--- src/rtl/chf_pkg.sv ---
`timescale 1ns/1ps
package chf_pkg;
  typedef enum logic [2:0] {
    CLS_NONE    = 3'd0,
    CLS_BC_DATA = 3'd1,
    CLS_BC_CTRL = 3'd2,
    CLS_MC_DATA = 3'd3,
    CLS_MC_CTRL = 3'd4,
    CLS_SD_DATA = 3'd5,
    CLS_SD_CTRL = 3'd6,
    CLS_SD_LOOP = 3'd7
  } cell_cls_e;

  typedef enum logic [1:0] {
    RT_SINGLE = 2'd0,
    RT_MCAST  = 2'd1,
    RT_BCAST  = 2'd2,
    RT_BAD    = 2'd3
  } route_e;
endpackage

--- src/rtl/chf_crc4.sv ---
`timescale 1ns/1ps
// Parallel form of a bit-serial check-field generator, MSB first, zero start.
module chf_crc4 #(
  parameter int DATA_W = 12,
  parameter int CRC_W  = 4,
  parameter logic [CRC_W-1:0] POLY = 4'h3
) (
  input  logic [DATA_W-1:0] data_i,
  output logic [CRC_W-1:0]  crc_o
);
  always_comb begin
    logic [CRC_W-1:0] r;
    logic fb;
    r = '0;
    for (int i = DATA_W - 1; i >= 0; i--) begin
      fb = r[CRC_W-1] ^ data_i[i];
      r  = {r[CRC_W-2:0], 1'b0};
      if (fb) r = r ^ POLY;
    end
    crc_o = r;
  end
endmodule

--- src/rtl/chf_decode.sv ---
`timescale 1ns/1ps
// Format decode of the upper twelve header bits (hdr[15:4]).
module chf_decode
  import chf_pkg::*;
#(
  parameter int ADDR_W = 8,
  parameter int NET_W  = 6
) (
  input  logic [11:0]       body_i,
  output route_e            route_o,
  output cell_cls_e         cls_o,
  output logic [ADDR_W-1:0] dest_o,
  output logic [NET_W-1:0]  net_o
);
  // body_i[11] is hdr[15]
  always_comb begin
    dest_o  = body_i[0 +: ADDR_W];
    net_o   = body_i[4 +: NET_W];
    route_o = RT_BAD;
    cls_o   = CLS_NONE;
    if (body_i[11]) begin
      route_o = RT_MCAST;
      cls_o   = body_i[10] ? CLS_MC_CTRL : CLS_MC_DATA;
    end else if (body_i[10]) begin
      route_o = RT_BCAST;
      cls_o   = body_i[9] ? CLS_BC_CTRL : CLS_BC_DATA;
    end else begin
      unique case (body_i[9:8])
        2'b00:   begin route_o = RT_SINGLE; cls_o = CLS_SD_DATA; end
        2'b01:   begin route_o = RT_SINGLE; cls_o = CLS_SD_CTRL; end
        2'b10:   begin route_o = RT_SINGLE; cls_o = CLS_SD_LOOP; end
        default: begin route_o = RT_BAD;    cls_o = CLS_NONE;    end
      endcase
    end
  end
endmodule

--- src/rtl/chf_mcast_tbl.sv ---
`timescale 1ns/1ps
// Per-net enable bits, one write port, one asynchronous read port.
module chf_mcast_tbl #(
  parameter int NET_W = 6,
  localparam int DEPTH = 1 << NET_W
) (
  input  logic             clk,
  input  logic             rst,
  input  logic             we_i,
  input  logic [NET_W-1:0] waddr_i,
  input  logic             wdata_i,
  input  logic [NET_W-1:0] raddr_i,
  output logic             rdata_o
);
  logic [DEPTH-1:0] en_q;

  always_ff @(posedge clk) begin
    if (rst) en_q <= '0;
    else if (we_i) en_q[waddr_i] <= wdata_i;
  end

  assign rdata_o = en_q[raddr_i];


  tbl_write_chk: assert property (@(posedge clk) disable iff (rst)
    we_i |=> en_q[$past(waddr_i)] == $past(wdata_i));
endmodule

--- src/rtl/chf_hdr_filter.sv ---
`timescale 1ns/1ps
module chf_hdr_filter
  import chf_pkg::*;
#(
  parameter int ADDR_W = 8,
  parameter int NET_W  = 6
) (
  input  logic              clk,
  input  logic              rst,
  input  logic              hdr_valid_i,
  input  logic [15:0]       hdr_i,
  input  logic [ADDR_W-1:0] unit_addr_i,
  input  logic              cfg_we_i,
  input  logic [NET_W-1:0]  cfg_net_i,
  input  logic              cfg_en_i,
  output logic              out_valid_o,
  output logic              accept_o,
  output logic              crc_err_o,
  output logic [2:0]        cls_o
);
  logic [3:0]        crc_calc;
  route_e            route;
  cell_cls_e         cls_d;
  logic [ADDR_W-1:0] dest;
  logic [NET_W-1:0]  net;
  logic              net_en;
  logic              crc_ok;
  logic              route_hit;

  chf_crc4 #(.DATA_W(12), .CRC_W(4), .POLY(4'h3)) u_crc (
    .data_i (hdr_i[15:4]),
    .crc_o  (crc_calc)
  );

  chf_decode #(.ADDR_W(ADDR_W), .NET_W(NET_W)) u_dec (
    .body_i  (hdr_i[15:4]),
    .route_o (route),
    .cls_o   (cls_d),
    .dest_o  (dest),
    .net_o   (net)
  );

  chf_mcast_tbl #(.NET_W(NET_W)) u_tbl (
    .clk     (clk),
    .rst     (rst),
    .we_i    (cfg_we_i),
    .waddr_i (cfg_net_i),
    .wdata_i (cfg_en_i),
    .raddr_i (net),
    .rdata_o (net_en)
  );

  assign crc_ok = (crc_calc == hdr_i[3:0]);

  always_comb begin
    unique case (route)
      RT_BCAST:  route_hit = 1'b1;
      RT_MCAST:  route_hit = net_en;
      RT_SINGLE: route_hit = (dest == unit_addr_i);
      default:   route_hit = 1'b0;
    endcase
  end

  always_ff @(posedge clk) begin
    if (rst) begin
      out_valid_o <= 1'b0;
      accept_o    <= 1'b0;
      crc_err_o   <= 1'b0;
      cls_o       <= 3'd0;
    end else begin
      out_valid_o <= hdr_valid_i;
      if (hdr_valid_i) begin
        accept_o  <= crc_ok && route_hit;
        crc_err_o <= !crc_ok;
        cls_o     <= cls_d;
      end else begin
        accept_o  <= 1'b0;
        crc_err_o <= 1'b0;
        cls_o     <= 3'd0;
      end
    end
  end


  vld_latency_chk: assert property (@(posedge clk) disable iff (rst)
    hdr_valid_i |=> out_valid_o);


  vld_idle_chk: assert property (@(posedge clk) disable iff (rst)
    !hdr_valid_i |=> !out_valid_o);


  idle_quiet_chk: assert property (@(posedge clk) disable iff (rst)
    !out_valid_o |-> (!accept_o && !crc_err_o && cls_o == 3'd0));


  crc_block_chk: assert property (@(posedge clk) disable iff (rst)
    crc_err_o |-> !accept_o);


  bcast_accept_chk: assert property (@(posedge clk) disable iff (rst)
    (out_valid_o && !crc_err_o && (cls_o == 3'd1 || cls_o == 3'd2)) |-> accept_o);


  bad_fmt_chk: assert property (@(posedge clk) disable iff (rst)
    (out_valid_o && cls_o == 3'd0) |-> !accept_o);


  sd_match_chk: assert property (@(posedge clk) disable iff (rst)
    (hdr_valid_i && hdr_i[15:14] == 2'b00 && hdr_i[11:4] != unit_addr_i) |=> !accept_o);
endmodule

--- config.mk ---
export PLATFORM = sky130hd
export DESIGN_NAME = chf_hdr_filter
export DESIGN_NICKNAME = d
export VERILOG_FILES = /design/src/rtl/chf_pkg.sv /design/src/rtl/chf_crc4.sv /design/src/rtl/chf_decode.sv /design/src/rtl/chf_mcast_tbl.sv /design/src/rtl/chf_hdr_filter.sv
export SDC_FILE = /design/constraint.sdc
export NUM_CORES = 1
export LEC_CHECK = 0
export BUFFER_PORTS_ARGS = -buffer_cell sky130_fd_sc_hd__buf_2
export CORE_MARGIN = 4
export CORE_UTILIZATION = 52
export CTS_CLUSTER_DIAMETER = 100
export DETAILED_ROUTE_END_ITERATION = 16
export PLACE_DENSITY = 0.78
export SYNTH_ARGS = -nofsm -noshare
export SYNTH_HDL_FRONTEND = slang
export SYNTH_SLANG_ARGS = --single-unit
--- constraint.sdc ---
create_clock -name clk -period 4 [get_ports clk]
set_input_delay 0.4 -clock clk [delete_from_list [all_inputs] [get_ports clk]]
set_output_delay 0.4 -clock clk [all_outputs]
set_load 0.03 [all_outputs]
==> results.yml <==
yosys:
  synth_fp_nets: 529
  synth.distinct_cells: 45
  synth_flop_cell: "dfxtp_1"
  syn_inst: 493
  synth_area_leaders: "dfxtp_1, nand2_1, a21oi_1"
  ys_ff_latch: 70
  synth_edf_count: 0
  syn_area_um2: 4000
  yosysSeqAreaShare_pct: 35.0
  netlist.area_leader.share_pct: 35.0
  syn_area_per_cell_um2: 8.12
  synthArstFlopShare_pct: 0
  synth_warnings: 0
  yosysTopAreaCell: "dfxtp_1"
sta:
  fmax_mhz: 432
  period_share_pct: 57.8
  whs_ps: 311
  final.setup.tns_ps: 0
  slew_viol_final: 0
  fin_ws_ps: 1690
  min_period_ps: 2310
  skew_ps: 7.38
  worst_pin_slew_ps: 1180
  finalSetupViolations: 0
  grt_setup_unrepaired: "false"
  slew_headroom_pct: 20.9
  hold_viol: 0
cts:
  cts_root_buf: "clkbuf_8"
  htree_num_levels: 3
  clock_path_buffers: 2
  numCtsBuffers: 9
  cts-resized-gates: 0
  cts_tree: "yes"
  ctsHoldBuffers: 0
  clkTransAtPathRegs_ps: 70
  cts_setup_buffers: 0
  clock-sinks: 70
  clock_latency_ps: 350
global_routing:
  grt_first_pass_wirelength_um: 16300
  grt.total_usage_pct: 22.9
  grt_max_degree: 66
  grt_antenna_before_repair: 0
  grt_pass1_vias: 3406
  gr-total-overflow: 0
layout:
  fillers: 643
  register_area_um2: 1400
  multiInputGateArea_um2: 2380
  areaGrowthSynthToFinish_pct: 8.00
  drive_gt1_share_pct: 14.1
  nets: 536
  antenna_cells: 0
route:
  drcViolationCount: 0
  routedWlPerCell_um: 16.1
  antenna_left: 0
  firstDrtPassIters: 4
  wl_um: 9710
  vias: 3578
  drtIter0Drc: 243
  via_per_inst: 5.94
setup_path:
  cp_max_fo: 22
  cp.arrival_ps: 2550
  crit_required_ps: 4240
  r2r-start: "u_tbl.en_q[18]$_SDFFE_PP0P_"
  cp-startpoint: "hdr_i[9]"
  end_kind: "flop"
  worst-setup-path-type: "in -> reg"
  start_kind: "input pin"
floorplanning:
  die_x_um: 95.7
  die-height_um: 95.7
  io_pins: 41
  dieArea_um2: 9170
  start_util_pct: 54.3
  core_area_um2: 7370
  rows: 31
min_path:
  min_from: "hdr_valid_i"
  hold_class: "in -> reg"
place:
  io_buffers: 40
  routabilityCongestion: 0.821
  dp_hpwl_um: 6380
  dp_slack_ps: 1330
power:
  ir_worst_vdd_mv: 0.165
  p_per_area_nw_per_um2: 347
  p_leak_nw: 1.55
run_status:
  status: "finished, final reports clean"
flow_run:
  drv_cap: 0
[worst paths after layout]
check | to | slack, ps | depth (start not counted)
worst max register to register | accept_o$_SDFF_PP0_ | 2140 | 6
worst min-delay path | cls_o[2]$_SDFF_PP0_ | 310 | 3
worst max-delay path | accept_o$_SDFF_PP0_ | 1690 | 7
worst min register to register | u_tbl.en_q[2]$_SDFFE_PP0P_ | 450 | 2
[flip-flops by register name, indices dropped and copies added, names as in the netlist]
| name | count |
|---|---|
| u_tbl.en_q | 64 |
| cls_o | 3 |
| accept_o | 1 |
| crc_err_o | 1 |
| out_valid_o | 1 |
[power breakdown]
group / switching (W) / leakage, nW / total, W / internal (W)
clock: 0.000254 / 0.0956 / 0.000570 / 0.000316
combinational: 0.000140 / 0.894 / 0.000226 / 0.0000863
sequential: 0.00000218 / 0.565 / 0.000705 / 0.000702
total: 0.000396 / 1.55 / 0.00150 / 0.00110
[per-stage QoR]
| step | utilization [%] | area [um^2] | power, W | instances |
|---|---|---|---|---|
| 2_1_floorplan | - | 4000 | 0.000895 | 493 |
| 3_3_place_gp | 56.1 | 4130 | 0.000940 | 588 |
| 3_5_place_dp | 56.1 | 4130 | 0.000945 | 588 |
| 4_1_cts | 58.7 | 4320 | 0.00151 | 602 |
| 5_1_grt | 58.7 | 4320 | 0.00156 | 602 |
| 6_report | 58.7 | 4320 | 0.00150 | 602 |
[worst max-delay path: stages]
cell and delay [ps]:
buf_2 570, mux4_1 650, nand2b_1 80, nand2_1 50, mux4_2 470, a211oi_2 240
nor4_1 80
[synthesized netlist by cell type (4+ instances only)]
master,number
a21oi_1,59
and2_1,4
buf_2,8
clkbuf_1,33
dfxtp_1,70
mux2i_1,14
mux4_1,5
mux4_2,8
nand2_1,100
nand2b_1,5
nand3_1,43
nand4_1,14
nand4b_1,7
nor2_1,26
nor3b_1,4
o21ai_0,26
xnor2_1,15
xor2_1,7
[kinds of logic after synthesis]
logic type                 share of synthesized area [%]
AOI/OAI and AO/OA                                   13.1
buffers and inverters                               5.63
xor gates and xnor gates                            8.53
and+or+nand+nor                                     25.9
adders and majority gates                          0.313
muxes                                               11.6
DFF                                                 35.0
[per-layer routing]
| layer | GRT usage, % | wire length [um] | up-vias | share of wire [%] |
|---|---|---|---|---|
| met4 | 9.36 | 182 | 0 | 1.9 |
| met1 | 29.8 | 4330 | 1681 | 45 |
| li1 | - | - | 1739 | - |
| met2 | 36.0 | 4480 | 139 | 46 |
| met3 | 6.25 | 719 | 19 | 7.4 |
| met5 | 0 | 0 | - | 0 |
[cells in the final DEF, fill, tap and decap left out, types with 3 or more instances in the layout]
master	synthesis	routed
o21ai_0	26	26
nor3b_1	4	4
nand4b_1	7	7
a31oi_1	3	3
buf_2	8	40
nand4_1	14	14
mux2i_1	14	14
mux4_1	5	5
mux4_2	8	8
nand2_1	100	100
nand2b_1	5	5
nor2_1	26	26
a21oi_1	59	59
nand3b_1	3	3
and2_1	4	4
xnor2_1	15	15
inv_1	3	3
dfxtp_1	70	70
clkbuf_8	0	11
xor2_1	7	7
nand3_1	43	43
xor3_1	3	3
[area by class of cell]
cell class,count,area share (%)
multi-input combinational,374,55.1
sequential,70,32.4
timing repair buffer,42,4.98
clock buffer,13,3.68
tap,99,2.87
clock inverter,1,0.695
inverter,3,0.260
No activity file was read; power rests on OpenSTA's default activity.
